$ cat src/rtl/hmb_pkg.sv
package hmb_pkg;
    localparam int NREG   = 6;
    localparam int DW     = 16;
    localparam int BW     = DW / 2;
    localparam int HAW    = 3;
    localparam int CAW    = 4;
    localparam int RFLAG0 = DW / 2;

    localparam logic [HAW-1:0] HA_STAT = HAW'(6);
    localparam logic [HAW-1:0] HA_CTL  = HAW'(7);
    localparam logic [CAW-1:0] CA_STAT = CAW'(6);
    localparam logic [CAW-1:0] CA_CTL  = CAW'(7);
    localparam logic [CAW-1:0] CA_MASK = CAW'(8);

    localparam int CTL_SRST = 0;
    localparam int CTL_WEN  = 1;
    localparam int CTL_REN  = 2;

    typedef struct packed {
        logic           wr;
        logic           rd;
        logic [HAW-1:0] addr;
        logic [DW-1:0]  data;
    } hevt_t;

    function automatic logic [DW-1:0] pair_word(logic [NREG-1:0] lo, logic [NREG-1:0] hi);
        logic [DW-1:0] w;
        w = '0;
        w[NREG-1:0]          = lo;
        w[RFLAG0 +: NREG]    = hi;
        return w;
    endfunction

    function automatic logic [DW-1:0] ctl_word(logic ren, logic wen, logic srst);
        logic [DW-1:0] w;
        w = '0;
        w[CTL_REN]  = ren;
        w[CTL_WEN]  = wen;
        w[CTL_SRST] = srst;
        return w;
    endfunction
endpackage

$ cat src/rtl/hmb_sync.sv
module hmb_sync #(
    parameter int             W       = 1,
    parameter logic [W-1:0]   RST_VAL = '0
) (
    input  logic         clk,
    input  logic         rst,
    input  logic [W-1:0] d,
    output logic [W-1:0] q
);
    logic [W-1:0] stage1;

    always_ff @(posedge clk) begin
        if (rst) begin
            stage1 <= RST_VAL;
            q      <= RST_VAL;
        end else begin
            stage1 <= d;
            q      <= stage1;
        end
    end
endmodule

$ cat src/rtl/hmb_host_front.sv
module hmb_host_front
    import hmb_pkg::*;
(
    input  logic           clk,
    input  logic           rst,
    input  logic           clr,
    input  logic           strap_byte,
    input  logic           strap_rwds,
    input  logic           strap_mux,
    input  logic           h_rd_n,
    input  logic           h_wr_n,
    input  logic           h_ale,
    input  logic [HAW-1:0] h_addr,
    input  logic [DW-1:0]  h_din,
    output hevt_t          evt,
    output logic [HAW-1:0] cur_addr,
    output logic           cur_hi
);
    localparam int            SW   = 3 + HAW + DW;
    localparam logic [SW-1:0] SRST = {2'b11, {(SW-2){1'b0}}};

    logic [SW-1:0]  s;
    logic           rd_n_s, wr_n_s, ale_s;
    logic [HAW-1:0] addr_s;
    logic [DW-1:0]  din_s;
    logic           rd_act, wr_act, rd_q, wr_q, ale_q;
    logic           rd_end, wr_end;
    logic [HAW-1:0] lat_addr;
    logic           phase;
    logic [BW-1:0]  lo_byte;

    hmb_sync #(.W(SW), .RST_VAL(SRST)) u_sync (
        .clk (clk),
        .rst (rst),
        .d   ({h_rd_n, h_wr_n, h_ale, h_addr, h_din}),
        .q   (s)
    );

    assign rd_n_s = s[SW-1];
    assign wr_n_s = s[SW-2];
    assign ale_s  = s[SW-3];
    assign addr_s = s[DW +: HAW];
    assign din_s  = s[DW-1:0];

    // strobe style decode
    assign rd_act = strap_rwds ? (~rd_n_s &  wr_n_s) : ~rd_n_s;
    assign wr_act = strap_rwds ? (~rd_n_s & ~wr_n_s) : ~wr_n_s;
    assign rd_end = rd_q & ~rd_act;
    assign wr_end = wr_q & ~wr_act;

    always_ff @(posedge clk) begin
        if (rst) begin
            rd_q     <= 1'b0;
            wr_q     <= 1'b0;
            ale_q    <= 1'b0;
            lat_addr <= '0;
            phase    <= 1'b0;
            lo_byte  <= '0;
        end else begin
            rd_q  <= rd_act;
            wr_q  <= wr_act;
            ale_q <= ale_s;
            if (ale_q && !ale_s)
                lat_addr <= din_s[HAW-1:0];
            if (clr)
                phase <= 1'b0;
            else if (strap_byte && (rd_end || wr_end))
                phase <= ~phase;
            if (strap_byte && wr_end && !phase)
                lo_byte <= din_s[BW-1:0];
        end
    end

    assign cur_addr  = strap_mux ? lat_addr : addr_s;
    assign cur_hi    = strap_byte & phase;
    assign evt.wr    = wr_end & (~strap_byte | phase);
    assign evt.rd    = rd_end & (~strap_byte | phase);
    assign evt.addr  = cur_addr;
    assign evt.data  = strap_byte ? {din_s[BW-1:0], lo_byte} : din_s;

    AST_BYTE_PAIR_WRAPS: assert property (@(posedge clk) disable iff (rst)
        (evt.wr && strap_byte) |=> !phase);
    AST_BYTE_READ_WRAPS: assert property (@(posedge clk) disable iff (rst)
        (evt.rd && strap_byte) |=> !phase);
endmodule

$ cat src/rtl/hmb_irq.sv
module hmb_irq
    import hmb_pkg::*;
(
    input  logic            clk,
    input  logic            rst,
    input  logic            blank,
    input  hevt_t           evt,
    input  logic [NREG-1:0] mask_w,
    input  logic [NREG-1:0] mask_r,
    input  logic            wen,
    input  logic            ren,
    output logic            irq_wr,
    output logic            irq_rd
);
    logic [NREG-1:0] hit_w, hit_r;

    for (genvar g = 0; g < NREG; g++) begin : g_hit
        assign hit_w[g] = evt.wr && (evt.addr == HAW'(g)) && mask_w[g];
        assign hit_r[g] = evt.rd && (evt.addr == HAW'(g)) && mask_r[g];
    end

    always_ff @(posedge clk) begin
        if (rst) begin
            irq_wr <= 1'b0;
            irq_rd <= 1'b0;
        end else begin
            irq_wr <= ~blank & wen & (|hit_w);
            irq_rd <= ~blank & ren & (|hit_r);
        end
    end

    AST_IRQ_WR_SINGLE: assert property (@(posedge clk) disable iff (rst)
        irq_wr |=> !irq_wr);
    AST_IRQ_RD_SINGLE: assert property (@(posedge clk) disable iff (rst)
        irq_rd |=> !irq_rd);
endmodule

$ cat src/rtl/hmb_port.sv
module hmb_port
    import hmb_pkg::*;
(
    input  logic        clk,
    input  logic        rst,
    input  logic        strap_byte,
    input  logic        strap_rwds,
    input  logic        strap_mux,
    input  logic        h_rd_n,
    input  logic        h_wr_n,
    input  logic        h_ale,
    input  logic [2:0]  h_addr,
    input  logic [15:0] h_din,
    output logic [15:0] h_dout,
    input  logic [3:0]  c_addr,
    input  logic        c_wr,
    input  logic        c_rd,
    input  logic [15:0] c_wdata,
    output logic [15:0] c_rdata,
    output logic        irq_wr,
    output logic        irq_rd
);
    logic [DW-1:0]   mbox [NREG];
    logic [NREG-1:0] wflag, rflag, mask_w, mask_r;
    logic            wen, ren, srst;
    hevt_t           evt;
    logic [HAW-1:0]  cur_addr;
    logic            cur_hi;
    logic [DW-1:0]   stat_w, host_sel;
    logic            c_is_mb, h_is_mb, e_is_mb;
    logic [HAW-1:0]  c_idx;

    hmb_host_front u_front (
        .clk        (clk),
        .rst        (rst),
        .clr        (srst),
        .strap_byte (strap_byte),
        .strap_rwds (strap_rwds),
        .strap_mux  (strap_mux),
        .h_rd_n     (h_rd_n),
        .h_wr_n     (h_wr_n),
        .h_ale      (h_ale),
        .h_addr     (h_addr),
        .h_din      (h_din),
        .evt        (evt),
        .cur_addr   (cur_addr),
        .cur_hi     (cur_hi)
    );

    hmb_irq u_irq (
        .clk    (clk),
        .rst    (rst),
        .blank  (srst),
        .evt    (evt),
        .mask_w (mask_w),
        .mask_r (mask_r),
        .wen    (wen),
        .ren    (ren),
        .irq_wr (irq_wr),
        .irq_rd (irq_rd)
    );

    assign c_idx   = c_addr[HAW-1:0];
    assign c_is_mb = c_addr < CAW'(NREG);
    assign h_is_mb = cur_addr < HAW'(NREG);
    assign e_is_mb = evt.addr < HAW'(NREG);
    assign stat_w  = pair_word(wflag, rflag);

    always_ff @(posedge clk) begin
        if (rst || srst) begin
            for (int k = 0; k < NREG; k++) mbox[k] <= '0;
            wflag <= '0;
            rflag <= '0;
            srst  <= 1'b0;
            if (rst) begin
                mask_w <= '0;
                mask_r <= '0;
                wen    <= 1'b0;
                ren    <= 1'b0;
            end
        end else begin
            // core side first; host events below take precedence
            if (c_wr) begin
                if (c_is_mb) begin
                    mbox[c_idx]  <= c_wdata;
                    rflag[c_idx] <= 1'b0;
                end else if (c_addr == CA_CTL) begin
                    ren  <= c_wdata[CTL_REN];
                    wen  <= c_wdata[CTL_WEN];
                    srst <= c_wdata[CTL_SRST];
                end else if (c_addr == CA_MASK) begin
                    mask_w <= c_wdata[NREG-1:0];
                    mask_r <= c_wdata[RFLAG0 +: NREG];
                end
            end
            if (c_rd && c_is_mb)
                wflag[c_idx] <= 1'b0;
            if (evt.wr) begin
                if (e_is_mb) begin
                    mbox[evt.addr]  <= evt.data;
                    wflag[evt.addr] <= 1'b1;
                end else if (evt.addr == HA_CTL && evt.data[CTL_SRST]) begin
                    srst <= 1'b1;
                end
            end
            if (evt.rd && e_is_mb)
                rflag[evt.addr] <= 1'b1;
        end
    end

    always_comb begin
        c_rdata = '0;
        if (c_is_mb)
            c_rdata = mbox[c_idx];
        else if (c_addr == CA_STAT)
            c_rdata = stat_w;
        else if (c_addr == CA_CTL)
            c_rdata = ctl_word(ren, wen, srst);
        else if (c_addr == CA_MASK)
            c_rdata = pair_word(mask_w, mask_r);
    end

    always_comb begin
        if (h_is_mb)
            host_sel = mbox[cur_addr];
        else if (cur_addr == HA_STAT)
            host_sel = stat_w;
        else
            host_sel = ctl_word(ren, wen, srst);
        if (strap_byte)
            h_dout = {{BW{1'b0}}, cur_hi ? host_sel[DW-1:BW] : host_sel[BW-1:0]};
        else
            h_dout = host_sel;
    end

    AST_WR_IRQ_HAS_FLAG: assert property (@(posedge clk) disable iff (rst)
        irq_wr |-> (|wflag));
    AST_RD_IRQ_HAS_FLAG: assert property (@(posedge clk) disable iff (rst)
        irq_rd |-> (|rflag));
    AST_SRST_CLEARS_FLAGS: assert property (@(posedge clk) disable iff (rst)
        $past(srst) |-> (wflag == '0 && rflag == '0));
    AST_SRST_SELF_CLEAR: assert property (@(posedge clk) disable iff (rst)
        srst |=> !srst);
endmodule

$ cat config.mk
export PLATFORM = sky130hd
export DESIGN_NAME = hmb_port
export DESIGN_NICKNAME = d
export VERILOG_FILES = /design/src/rtl/hmb_pkg.sv /design/src/rtl/hmb_sync.sv /design/src/rtl/hmb_host_front.sv /design/src/rtl/hmb_irq.sv /design/src/rtl/hmb_port.sv
export SDC_FILE = /design/constraint.sdc
export NUM_CORES = 1
export LEC_CHECK = 0
export BUFFER_PORTS_ARGS = -buffer_cell sky130_fd_sc_hd__buf_2
export CAP_MARGIN = 20
export CORE_MARGIN = 1.5
export CORE_UTILIZATION = 45
export CTS_CLUSTER_DIAMETER = 80
export CTS_CLUSTER_SIZE = 28
export DETAILED_ROUTE_END_ITERATION = 10
export HOLD_SLACK_MARGIN = 0.02
export SETUP_SLACK_MARGIN = 0.5
export SYNTH_ARGS = -nofsm -noshare
export SYNTH_HDL_FRONTEND = slang
export SYNTH_SLANG_ARGS = --single-unit
$ cat constraint.sdc
create_clock -name clk -period 4.9 [get_ports clk]
set_input_delay 0.735 -clock clk [delete_from_list [all_inputs] [get_ports clk]]
set_output_delay 0.735 -clock clk [all_outputs]
set_load 0.05 [all_outputs]
-- Word level (Yosys, flattened, before mapping)
Memories as Yosys holds them, arrays and structs flattened.
Index checks and enable logic that the tools add are counted.
- bitwise operators: 24
- $lt $le $gt $ge: 6
- reduce and logical (&&, ||, !) cells: 48
- muxes and demuxes: 66
- equal/unequal tests: 13
- operators by type and width (cell ; count):
    2-to-1 mux 6 bit ; 19
    2-to-1 mux 16 bit ; 6
    2-to-1 mux 14 bit ; 4
    logical AND 1 bit ; 33
    OR reduction 16 bit ; 2
    2-to-1 mux 1 bit ; 31
    AND 6 bit ; 2
    equality test 3 bit (second input constant) ; 4
    bitwise OR 6 bit ; 2
    OR reduction 6 bit ; 2
    AND 1 bit ; 11
    2-to-1 mux 3 bit ; 3
    equality test 4 x 3 -> 1 bit (second input constant) ; 2
    < comparator 3 x 4 -> 1 bit (second input constant) ; 2
    2-to-1 mux 8 bit ; 1
    inverter 1 bit ; 7
    demux 1 bit (select 3 bit) ; 2
    equality test 3 x 2 -> 1 bit (second input constant) ; 2
    >= comparator 3 x 1 -> 1 bit (second input constant) ; 2
    inverter 6 bit ; 1
    nonzero test 2 bit ; 3
    AND reduction 5 bit ; 1
    equality test 4 bit (second input constant) ; 1
    < comparator 4 x 3 -> 1 bit (second input constant) ; 1
    10 further kinds ; 13
- word-level logic and storage cells: 175
- register bits after elaboration: 88
- output and inout bits: 34
- RAM bits: 96
- memories kept: 1
- memory list (memory ; words ; width ; read ports ; clocked after memory_dff ; write ports ; line ; text):
    mbox ; 6 ; 16 ; 2 ; 0 ; 6 ; hmb_port.sv:23 ; logic [DW-1:0] mbox [NREG];

-- Logic depth before layout (Yosys ltp)
- depth after elaboration: 11
- depth in mapped cells: 8

-- Cells and area by module
A second synthesis with hierarchy kept.
- cell total of the unflattened synthesis: 906
- area, all modules: 9424.0 sq um
- by module, submodules not included (module ; area an instance (sq um) ; seq. area each (sq um) ; cells an instance ; times used):
    hmb_port ; 7230.7 ; 3563.4 ; 710 ; 1
    hmb_sync ; 1178.6 ; 880.8 ; 92 ; 1
    hmb_host_front ; 817.0 ; 300.3 ; 82 ; 1
    hmb_irq ; 197.7 ; 40.0 ; 22 ; 1

-- Worst setup path after synthesis
Ideal clock, no wire load.
- path kind: input to output
- from: input strap_mux
- to: output h_dout[13]
- setup slack: 1206 ps
- path buffers: 2
- cell stages on the path: 7
- arrival: 2959 ps
- path through: buf_6 > mux2_4 > nor2_4 > buf_4 > a22oi_1 > and3_1 > a211oi_1
- word-level cells in the longest chain between the ends: 5
- elaborated cells on any way between the ends: 7
- ends and longest elaborated chain (what ; line ; text):
    start, declared ; hmb_port.sv:8 ; input logic strap_mux,
    2-to-1 mux 3 bit * ; hmb_host_front.sv:74 ; assign cur_addr = strap_mux ? lat_addr : addr_s;
    parallel branches: the longest is 2 deep, another holds memory (6 x 16 bit) ; n/a ;
    2-to-1 mux 16 bit * ; hmb_port.sv:124 ; if (h_is_mb)
    2-to-1 mux 16 bit * ; hmb_port.sv:130 ; if (strap_byte)
    end, declared ; hmb_port.sv:14 ; output logic [15:0] h_dout,
Mark *: on every way between the ends.

-- Final worst setup path
- from: input strap_mux
- to: output h_dout[4]
- word-level cells in the longest chain between the ends: 6
- elaborated cells on any way between the ends: 8
- ends and longest elaborated chain (what ; line ; text):
    2-to-1 mux 3 bit * ; hmb_host_front.sv:74 ;
    parallel branches: the longest is 2 deep, another holds memory (6 x 16 bit) ; n/a ;
    2-to-1 mux 16 bit * ; hmb_port.sv:124 ;
    2-to-1 mux 8 bit ; hmb_port.sv:131 ; h_dout = {{BW{1'b0}}, cur_hi ? host_sel[DW-1:BW] : host_sel[BW-1:0]};
    2-to-1 mux 16 bit * ; hmb_port.sv:130 ;
Marked as above.

==> impl_metrics.tcl <==
set metrics [dict create \
    antenna_found_initial 0 \
    cts_root_buf "clkbuf_16" \
    fin_util 0.512 \
    drive_above_1_share 0.160 \
    cts_buffers 17 \
    cpPeakStageDelay_ps 580 \
    synthSimpleGateAreaFrac 0.135 \
    synthMuxAreaShare 0.136 \
    required_ps 4160 \
    crit_top_cell "buf_2" \
    critical_path_arrival_ps 3450 \
    start_kind "input pin" \
    dp_slack_ps 873 \
    postCtsHoldBufs 0 \
    drt_iter0_markers 1157 \
    ys_types 63 \
    cp_top_family "compound AO/OA/AOI/OAI gates" \
    cts.path.max_buffers 2 \
    synthesis.instances 915 \
    post_cts_buffers 0 \
    firstDrtPassIters 6 \
    gp_congestion 0.935 \
    crit_slowest_cell "o31ai_1" \
    clock_skew_ps 9.97 \
    path_class "input pin to output pin" \
    cap_violations 0 \
    p_total_w 0.00361 \
    antenna_cells 0 \
    final.setup.tns_ps 0 \
    grt_pass1_wl_mm 47.0 \
    fp.dieH_um 149 \
    end_kind "output pin" \
    setup_viol 0 \
    path_cells "buf_2 -> and3b_1 -> or2_1 -> a22o_1 -> o31ai_1 -> o211ai_1 -> buf_2" \
    grt_overflow 0 \
    p_leak_nw 4.08 \
    nets 1011 \
    finalWorstSetupSlack_ps 712 \
    rsz0062_at_grt "no" \
    clock_latency_ps 450 \
    cts.sink_count 186 \
    cts_tree "done" \
    ys_async_sr_fraction 0 \
    synth-adder-area-share 0 \
    use_met1 0.386 \
    fmax_ghz 0.239 \
    rows 53 \
    synth_top_family_by_area "compound AO/OA/AOI/OAI gates" \
    yosysSeqAreaShare 0.507 \
    via_count 8008 \
    syn-cell-area_sq_um 9560 \
    drt-vias-per-instance 6.41 \
    synth_compound_area_frac 0.183 \
    fp.dieW_um 149 \
    met3_usage 0.0807 \
    start_util 0.456 \
    wire_per_inst_um 25.6 \
    grt_usage 0.294 \
    slew_headroom 0.259 \
    ctsResizeCount 0 \
    grt_max_degree 61 \
    fin_crit_ps 4190 \
    ant_nets 0 \
    maxSlewViolCount 0 \
    min_path_type "register to register" \
    tightest_slew_ps 1080 \
    synth_ff_type "edfxtp_1" \
    port_buffers 82 \
    area_delta_synth_final_pct 12.2 \
    powerDensity_nw_per_um2 337 \
    post-route-period-util 0.855 \
    path_clk_slew_ps 70 \
    syn_area_per_cell_sq_um 10.4 \
    grt_busiest_layer "met2" \
    finalWirelength_mm 32.0 \
    synth_edf_count 112 \
    htree_levels 4 \
    core_sq_um 21000 \
    ios 83 \
    drc 0 \
    synth_warnings 0 \
    status "finished clean" \
    ys_ff_latch 186 \
    synth_xor_area_frac 0.000916 \
    crit_fanout 33 \
    ir_drop_mv 0.212 \
    grt_pass1_vias 7477 \
    die_area_sq_um 22100 \
    crit_buf_inv 2 \
    fill_cells 1947 \
    hold_ws_ps 411 \
    use_met2 0.448 \
    dp_hpwl_mm 21.4 \
    final_hold_viol_count 0 \
]
worst register-to-register path: stages, from the launching register on:
cell	delay (ps)
dfxtp_1	800
buf_4	390
nor3_1	90
or2_1	490
nand2b_1	260
nand2_1	640
cells in the mapped netlist, types with 12 or more instances:
master / count / area, sq um
edfxtp_1: 112 / 3360
inv_1: 12 / 45.0
dfxtp_1: 74 / 1480
and2_1: 15 / 93.8
clkbuf_1: 29 / 109
o21ai_0: 44 / 220
nor2b_1: 49 / 307
a22oi_1: 16 / 120
buf_2: 30 / 150
a21oi_1: 52 / 260
o22ai_1: 91 / 569
mux2i_1: 115 / 1150
nand2_1: 61 / 229
nor2_1: 59 / 221
report_power, final:
group	switching, W	total (W)	internal (W)	leakage (nW)
clock	0.000710	0.00140	0.000694	0.296
combinational	0.000312	0.000443	0.000132	2.02
sequential	0.0000442	0.00176	0.00172	1.77
final cells by class:
| class | count | area (sq um) | share of cell area |
|---|---|---|---|
| clock buffer | 17 | 425 | 0.0397 |
| clock inverter | 15 | 178 | 0.0166 |
| inverter | 12 | 45.0 | 0.00420 |
| multi-input combinational | 648 | 4360 | 0.407 |
| sequential | 186 | 4840 | 0.452 |
| tap | 275 | 344 | 0.0321 |
| timing repair buffer | 97 | 527 | 0.0491 |
final timing paths:
| kind | cells after the start | slack, ps | end | startpoint |
|---|---|---|---|---|
| max | 7 | 710 | h_dout[4] | strap_mux |
| min reg2reg | 1 | 410 | u_front.u_sync.q[21] | u_front.u_sync.stage1[21] |
| max reg2reg | 5 | 1690 | mbox[4][4] | u_front.u_sync.q[17] |
| min | 1 | 410 | u_front.u_sync.q[21] | u_front.u_sync.stage1[21] |
kinds of logic (layout without fill, tap and decap cells):
kind of cell,Yosys count,after routing
and+or+nand+nor,246,246
other,1,2
buffers and inverters,82,141
AOI/OAI and AO/OA,274,274
xor gates and xnor gates,1,1
muxes,125,125
DFF,186,186
placed cells by master, fill, tap and decap left out, types with 17 or more instances in the layout:
cell type,synthesis,routed
buf_2,30,82
nand2_1,61,61
edfxtp_1,112,112
dfxtp_1,74,74
o22ai_1,91,91
nor2_1,59,58
mux2i_1,115,115
a21oi_1,52,52
clkbuf_16,0,17
o21ai_0,44,43
nor2b_1,49,49
metrics by stage:
| step | instance area [sq um] | instances |
|---|---|---|
| 5_1_grt | 10700 | 1250 |
| 3_5_place_dp | 10100 | 1217 |
| 6_report | 10700 | 1250 |
| 4_1_cts | 10700 | 1249 |
| 3_3_place_gp | 10100 | 1217 |
| 2_1_floorplan | 9560 | 916 |
registers in the layout (all words and copies together) (netlist names), 6 cells and up:
name / cells
mask_r: 6
u_front.lo_byte: 8
mask_w: 6
rflag: 6
u_front.u_sync.stage1: 22
mbox: 98
wflag: 6
u_front.u_sync.q: 22
metal layers:
metal / up-vias / wire [um]
met3: 98 / 3480
met5: - / 0
li1: 3570 / -
met2: 516 / 14300
met1: 3824 / 12600
met4: 0 / 1600
No activity file was read; power rests on OpenSTA's default activity.
